## src/rtl/pfo_pkg.sv

```systemverilog
package pfo_pkg;
  localparam int VOICES = 16;
  localparam int VW     = 4;

  // interleaved presentation sequence, position -> voice
  function automatic logic [VW-1:0] pfo_order(input logic [VW-1:0] pos);
    logic [VW-1:0] v;
    case (pos)
      4'd0:  v = 4'd0;   4'd1:  v = 4'd12;  4'd2:  v = 4'd4;   4'd3:  v = 4'd10;
      4'd4:  v = 4'd2;   4'd5:  v = 4'd14;  4'd6:  v = 4'd6;   4'd7:  v = 4'd9;
      4'd8:  v = 4'd1;   4'd9:  v = 4'd13;  4'd10: v = 4'd5;   4'd11: v = 4'd11;
      4'd12: v = 4'd3;   4'd13: v = 4'd15;  4'd14: v = 4'd7;   default: v = 4'd8;
    endcase
    return v;
  endfunction
endpackage

```

## src/rtl/pfo_norm.sv

```systemverilog
module pfo_norm #(
  parameter int SMP_W  = 15,
  parameter int MANT_W = 12,
  localparam int SH_MAX = SMP_W - MANT_W,
  localparam int SF_W   = SH_MAX + 1,
  localparam int CW     = $clog2(SMP_W + 1),
  localparam int SHW    = $clog2(SH_MAX + 1)
) (
  input  logic [SMP_W-1:0]  smp_i,
  input  logic              tmode_i,
  output logic [MANT_W-1:0] mant_o,
  output logic [SF_W-1:0]   sf_o
);
  logic [CW-1:0]    cnt;
  logic             run;
  logic [SHW-1:0]   sh;
  logic [SMP_W-1:0] shifted;

  // run length of sign copies from the top
  always_comb begin
    cnt = CW'(1);
    run = 1'b1;
    for (int i = SMP_W - 2; i >= 0; i--) begin
      if (run && (smp_i[i] == smp_i[SMP_W-1])) cnt = cnt + CW'(1);
      else                                      run = 1'b0;
    end
  end

  always_comb begin
    if (tmode_i)                        sh = '0;
    else if (cnt >= CW'(SH_MAX + 2))    sh = SHW'(SH_MAX);
    else if (cnt >= CW'(2))             sh = SHW'(cnt - CW'(2));
    else                                sh = '0;
  end

  assign shifted = smp_i << sh;
  assign mant_o  = shifted[SMP_W-1 -: MANT_W];
  assign sf_o    = SF_W'(1) << sh;

  always_comb begin
    a_r3_sign_kept: assert (mant_o[MANT_W-1] == smp_i[SMP_W-1]);
    if (tmode_i) begin
      a_r5_test_no_scale: assert (mant_o == smp_i[SMP_W-1 -: MANT_W]);
    end
  end
endmodule

```

## src/rtl/pfo_ring.sv

```systemverilog
module pfo_ring
  import pfo_pkg::*;
#(
  parameter int             EW      = 16,
  parameter logic [EW-1:0]  RST_VAL = '0
) (
  input  logic          clk,
  input  logic          rst_n,
  input  logic          tick_i,
  input  logic          ld_i,
  input  logic [EW-1:0] wdata_i,
  output logic [EW-1:0] head_o,
  output logic [VW-1:0] hv_o
);
  logic [EW-1:0] stg_q [VOICES];
  logic [EW-1:0] stg_d [VOICES];
  logic [VW-1:0] hv_q, hv_d;

  always_comb begin
    stg_d[0] = ld_i ? wdata_i : stg_q[VOICES-1];
    for (int i = 1; i < VOICES; i++) stg_d[i] = stg_q[i-1];
    hv_d = hv_q + VW'(1);
  end

  always_ff @(posedge clk or negedge rst_n) begin
    if (!rst_n) begin
      for (int i = 0; i < VOICES; i++) stg_q[i] <= RST_VAL;
      hv_q <= '0;
    end else if (tick_i) begin
      for (int i = 0; i < VOICES; i++) stg_q[i] <= stg_d[i];
      hv_q <= hv_d;
    end
  end

  assign head_o = stg_q[VOICES-1];
  assign hv_o   = hv_q;

  a_r6_idle_hold: assert property (@(posedge clk) disable iff (!rst_n)
    !tick_i |=> ($stable(head_o) && $stable(hv_o)));
  a_r6_count_step: assert property (@(posedge clk) disable iff (!rst_n)
    tick_i |=> (hv_o == VW'($past(hv_o) + 1)));
endmodule

```

## src/rtl/pfo_unload.sv

```systemverilog
module pfo_unload
  import pfo_pkg::*;
#(
  parameter int             EW      = 16,
  parameter logic [EW-1:0]  RST_VAL = '0
) (
  input  logic          clk,
  input  logic          rst_n,
  input  logic          tick_i,
  input  logic [VW-1:0] hv_i,
  input  logic [EW-1:0] head_i,
  output logic [EW-1:0] dac_o,
  output logic          sh1_o,
  output logic          sh2_o
);
  logic [EW-1:0] lat_a_q, lat_a_d, lat_b_q, lat_b_d;
  logic [VW-1:0] ptr_q, ptr_d;
  logic          sel_q, sel_d;   // 1: second latch drives
  logic          sh1_q, sh1_d, sh2_q, sh2_d;
  logic          cap;

  assign cap = tick_i && (hv_i == pfo_order(ptr_q));

  always_comb begin
    lat_a_d = lat_a_q;
    lat_b_d = lat_b_q;
    ptr_d   = ptr_q;
    sel_d   = sel_q;
    sh1_d   = 1'b0;
    sh2_d   = 1'b0;
    if (cap) begin
      ptr_d = ptr_q + VW'(1);
      sel_d = ~sel_q;
      if (sel_q) begin
        lat_a_d = head_i;
        sh1_d   = 1'b1;
      end else begin
        lat_b_d = head_i;
        sh2_d   = 1'b1;
      end
    end
  end

  always_ff @(posedge clk or negedge rst_n) begin
    if (!rst_n) begin
      lat_a_q <= RST_VAL;
      lat_b_q <= RST_VAL;
      ptr_q   <= '0;
      sel_q   <= 1'b1;
      sh1_q   <= 1'b0;
      sh2_q   <= 1'b0;
    end else begin
      lat_a_q <= lat_a_d;
      lat_b_q <= lat_b_d;
      ptr_q   <= ptr_d;
      sel_q   <= sel_d;
      sh1_q   <= sh1_d;
      sh2_q   <= sh2_d;
    end
  end

  assign dac_o = sel_q ? lat_b_q : lat_a_q;
  assign sh1_o = sh1_q;
  assign sh2_o = sh2_q;

  a_r8_never_both: assert property (@(posedge clk) disable iff (!rst_n)
    !(sh1_o && sh2_o));
  a_r8_sh1_single: assert property (@(posedge clk) disable iff (!rst_n)
    sh1_o |=> !sh1_o);
  a_r8_sh2_single: assert property (@(posedge clk) disable iff (!rst_n)
    sh2_o |=> !sh2_o);
  a_r7_hold_between: assert property (@(posedge clk) disable iff (!rst_n)
    !(sh1_o || sh2_o) |-> $stable(dac_o));
endmodule

```

## src/rtl/pfloat_out_buf.sv

```systemverilog
module pfloat_out_buf
  import pfo_pkg::*;
#(
  parameter int SMP_W  = 15,
  parameter int MANT_W = 12,
  localparam int SF_W  = SMP_W - MANT_W + 1,
  localparam int EW    = MANT_W + SF_W
) (
  input  logic              clk,
  input  logic              rst_n,
  input  logic [SMP_W-1:0]  smp_i,
  input  logic              ld_i,
  input  logic              tick_i,
  input  logic              tmode_i,
  output logic [MANT_W-1:0] da_o,
  output logic [SF_W-1:0]   sf_o,
  output logic              sh1_o,
  output logic              sh2_o
);
  localparam logic [EW-1:0] RST_VAL = {{MANT_W{1'b0}}, SF_W'(1)};

  logic [MANT_W-1:0] mant;
  logic [SF_W-1:0]   sf;
  logic [EW-1:0]     head, dac;
  logic [VW-1:0]     hv;

  pfo_norm #(.SMP_W(SMP_W), .MANT_W(MANT_W)) i_norm (
    .smp_i(smp_i), .tmode_i(tmode_i), .mant_o(mant), .sf_o(sf));

  pfo_ring #(.EW(EW), .RST_VAL(RST_VAL)) i_ring (
    .clk(clk), .rst_n(rst_n), .tick_i(tick_i), .ld_i(ld_i),
    .wdata_i({mant, sf}), .head_o(head), .hv_o(hv));

  pfo_unload #(.EW(EW), .RST_VAL(RST_VAL)) i_unload (
    .clk(clk), .rst_n(rst_n), .tick_i(tick_i), .hv_i(hv), .head_i(head),
    .dac_o(dac), .sh1_o(sh1_o), .sh2_o(sh2_o));

  assign da_o = dac[EW-1 -: MANT_W];
  assign sf_o = dac[SF_W-1:0];

  a_r4_sf_onehot: assert property (@(posedge clk) disable iff (!rst_n)
    $countones(sf_o) == 1);
endmodule

```

## config.mk

```make
export PLATFORM = sky130hd
export DESIGN_NAME = pfloat_out_buf
export DESIGN_NICKNAME = d
export VERILOG_FILES = /design/src/rtl/pfo_pkg.sv /design/src/rtl/pfo_norm.sv /design/src/rtl/pfo_ring.sv /design/src/rtl/pfo_unload.sv /design/src/rtl/pfloat_out_buf.sv
export SDC_FILE = /design/constraint.sdc
export NUM_CORES = 1
export LEC_CHECK = 0
export BUFFER_PORTS_ARGS = -buffer_cell sky130_fd_sc_hd__clkbuf_2
export CORE_MARGIN = 5
export CORE_UTILIZATION = 25
export DETAILED_ROUTE_END_ITERATION = 10
export PLACE_DENSITY_LB_ADDON = 0.15
export RECOVER_POWER = 25
export SLEW_MARGIN = 15
export SYNTH_ARGS = -nofsm -noshare
export SYNTH_HDL_FRONTEND = slang
export SYNTH_SLANG_ARGS = --single-unit
```

## constraint.sdc

```tcl
create_clock -name clk -period 8 [get_ports clk]
set_input_delay 0.4 -clock clk [delete_from_list [all_inputs] [get_ports clk]]
set_output_delay 0.4 -clock clk [all_outputs]
set_load 0.02 [all_outputs]
```

==> flow_summary_export.csv <==
group,metric,value,unit
run_status,status,"finished, violations left",
run_status,violations,"capacitance limit, slew limit",
cells_and_area,n_fill_cell,5254,
logic_synthesis,syn-num-nets,986,
setup_path,crit_family,"simple AND/OR/NAND/NOR gates",
floorplan,coreArea,52400,sq um
logic_synthesis,ys_warn_count,0,
cts,cts_buffers,36,
setup_path,crit_path_top_delay_cell,"ha_1",
cells_and_area,syn2layout_area_growth,16.0,%
cts,clockRootBuffer,"clkbuf_16",
pwr,p_switching,1.40,mW
logic_synthesis,async_reset_ff_share,100,%
cells_and_area,layout_commonest_cell,"mux2_2",
detailed_routing,vias,7513,
setup_path,critPathCapture,"i_ring.stg_d[234]",
cts,clock_path_buffers,3,
setup_path,path_class,"primary input to register",
setup_path,path_buf_inv,2,
cells_and_area,final_cell_mix,"301 x mux2_2, 280 x dfrtp_1, 37 x clkbuf_16, 35 x clkbuf_2",
detailed_routing,drt_iter0_markers,394,
placed_design,place_area,14100,sq um
cts,clkTransAtPathRegs,60,ps
floorplan,start_util,25.1,%
detailed_routing,totalWireLength,26.3,mm
sta,tightest_slew,5190,ps
pwr,combPwrFrac,19.8,%
sta,setup_violations,0,
placed_design,hpwlAfterDp,16.5,mm
floorplan,io_pins,38,
detailed_routing,drtPass1Iterations,4,
pwr,intPower,3.78,mW
global_routing,grt_usage,9.32,%
global_routing,antenna_found_initial,1,
setup_path,cp-end-kind,"register",
setup_path,max_stage_delay,340,ps
cells_and_area,layout.area.seq,7510,sq um
setup_path,start_kind,"primary input",
cts,clk-insertion-delay-late,540,ps
detailed_routing,routedWlPerCell,15.5,microns
setup_path,rrSetupSlack,4660,ps
setup_path,startpoint,"smp_i[10]",
floorplan,die_area,57400,sq um
sta,finClkSkew,13.4,ps
run,cap_viol_max_count,2,
setup_path,worst_ep_required_time,8390,ps
cells_and_area,final_area,15300,sq um
placed_design,gp_congestion,0.808,
setup_path,cp.depth,38,
logic_synthesis,synth_edf_count,0,
setup_path,reg2reg_to,"i_unload.lat_a_q[4]",
cells_and_area,multiInputGateArea,5400,sq um
sta,hold_violations,0,
global_routing,grt-ovfl-total,0,
floorplan,rows,84,
sta,fin_crit_sh,93.0,%
cts,cts_tree,"yes",
pwr,peakVddDrop,0.000138,V
setup_path,crit_top_cell,"ha_1",
detailed_routing,remaining_drc_errors,0,
pwr,leakage,6.64,nW
logic_synthesis,ys_types,77,
logic_synthesis,syn_avg_cell_area,13.8,sq um
sta,hold-worst-slack,269,ps
logic_synthesis,synth_cells,954,
detailed_routing,viasPerCell,4.42,
logic_synthesis,ys.flop_type,"dfrtp_1",
pwr,swShare,27.0,%
cts,cts.sinks,299,
sta,maxSlewViolCount,171,
sta,max_slew_margin,-246,%
cells_and_area,fin_nets,1015,
setup_path,timing.rr.start,"i_unload.ptr_q[0]",
logic_synthesis,ys_ff_latch,299,
setup_path,reg2regPathDepth,6,
pwr,pwr_density_cell,339,nW/um^2
pwr,seqPwrFrac,49.1,%
hold_path,hold_class,"primary input to register",
setup_path,cp_max_fo,8,
floorplan,die_h,240,microns
cells_and_area,drive_gt1_share,44.8,%
sta,layout_min_cycle_time,7440,ps
sta,rsz0062_at_grt,"false",
cts,htreeDepth,2,
placed_design,io_buffers,37,
global_routing,grt_pass1_vias,7835,
sta,timing.fmax,134,MHz
global_routing,grt_pass1_wl,43.9,mm
pwr,clockPowerShare,31.2,%
logic_synthesis,synth_seq_area_share,56.9,%
global_routing,grt_max_degree,182,
floorplan,die_x,240,microns
logic_synthesis,syn_area,13200,sq um
cts,post_cts_buffers,0,
setup_path,arrival,7830,ps
detailed_routing,route.antenna.remaining_nets,0,
power by group through the flow:
| stage | clock network (mW) | registers [mW] | logic [mW] |
|---|---|---|---|
| floorplan | 0 | 2.40 | 0.867 |
| global placement | 0 | 2.58 | 1.01 |
| detailed placement | 0 | 2.59 | 1.03 |
| CTS | 1.70 | 2.57 | 1.04 |
| global route | 1.76 | 2.63 | 1.15 |
| finish | 1.61 | 2.54 | 1.02 |
logic make-up (layout without fill, tap and decap cells):
group / count (synthesis) / after routing / share of synthesized area (%)
mux: 309 / 309 / 26.4
flops: 299 / 299 / 56.9
simple gates: 133 / 133 / 5.62
compound gates: 112 / 112 / 6.13
buf+inv: 69 / 124 / 2.29
xor+xnor: 20 / 20 / 1.49
fa+ha+maj: 12 / 12 / 1.14
other cells: 0 / 1 / 0
state kept, by name, summed over array words and instances (netlist names):
name / cells
i_unload.lat_a_q: 16
i_unload.sh2_o: 1
i_unload.sh1_o: 1
i_unload.lat_b_q: 16
i_ring.stg_d: 240
i_ring.hv_o: 4
i_ring.head_o: 16
i_unload.sel_q: 1
i_unload.ptr_q: 4
metrics by stage:
stage	setup TNS (ps)	power, mW	utilization, %	std cells	setup slack (ps)
final	0	5.18	29.2	1698	559
after global routing	0	5.55	29.2	1697	33.2
after CTS	0	5.30	29.2	1697	522
after detailed placement	-87.0	3.62	26.9	1632	-44.3
after global placement	0	3.59	26.9	1632	144
after floorplan	0	3.27	-	954	533
cell usage after synthesis, types with 4 or more instances:
cell	count	area share [%]
dfstp_2	19	3.8
mux2_2	301	26
nand3_1	13	0.49
a21oi_1	21	0.80
or3_1	6	0.28
dfrtp_1	280	53
a211oi_1	6	0.34
ha_1	12	1.1
nand4_1	7	0.33
nor3_1	4	0.15
nand2_1	29	0.83
mux2i_1	5	0.38
a31oi_1	10	0.47
nor2_1	29	0.83
o21ai_0	18	0.68
a221oi_2	4	0.46
clkbuf_1	42	1.2
a221oi_1	4	0.27
o21ai_1	6	0.23
nand2b_1	4	0.19
xnor2_1	10	0.66
xor2_1	8	0.53
nor2b_1	10	0.47
a21o_1	7	0.40
inv_1	11	0.31
and2_1	8	0.38
buf_6	4	0.34
buf_2	7	0.27
how the worst min path moves through the flow:
stage | from | end | slack, ps | cells after the start
global route | smp_i[0] | i_ring.stg_d[228] | 270 | 3
CTS | smp_i[0] | i_ring.stg_d[228] | 240 | 3
floorplan | rst_n | i_ring.head_o[10] | 100 | 0
detailed placement | rst_n | i_ring.stg_d[42] | 400 | 1
finish | smp_i[0] | i_ring.stg_d[228] | 270 | 3
global placement | rst_n | i_ring.stg_d[42] | 400 | 1
layer usage:
layer / global-route usage [%] / wire length [microns] / share of wire [%]
met5: 0 / 13 / 0.049
met4: 3.16 / 661 / 2.5
met3: 2.27 / 1280 / 4.8
met2: 14.2 / 11800 / 45
met1: 13.0 / 12600 / 48
timing repair:
action	4_1_cts	5_1_grt
hold endpoints to repair	68	0
endpoints found under the setup margin	0	3
hold buffers	1	0
gates resized for setup	0	4
final cells by class:
class	count	area share [%]
antenna	1	0.0164
clock buffer	55	6.89
clock inverter	9	0.859
inverter	11	0.270
multi-input combinational	586	35.3
sequential	299	49.1
tap	688	5.63
timing repair buffer	49	1.96
worst register-to-register path: cells and delay by family (launching register included):
kind,cells,cell delay (ps)
XOR/XNOR,1,140
adder cells (fa/ha/maj),1,340
flip-flops,1,420
multiplexers,1,420
AND/OR/NAND/NOR,3,1890
Note: power is estimated with default switching activity, not from simulation.
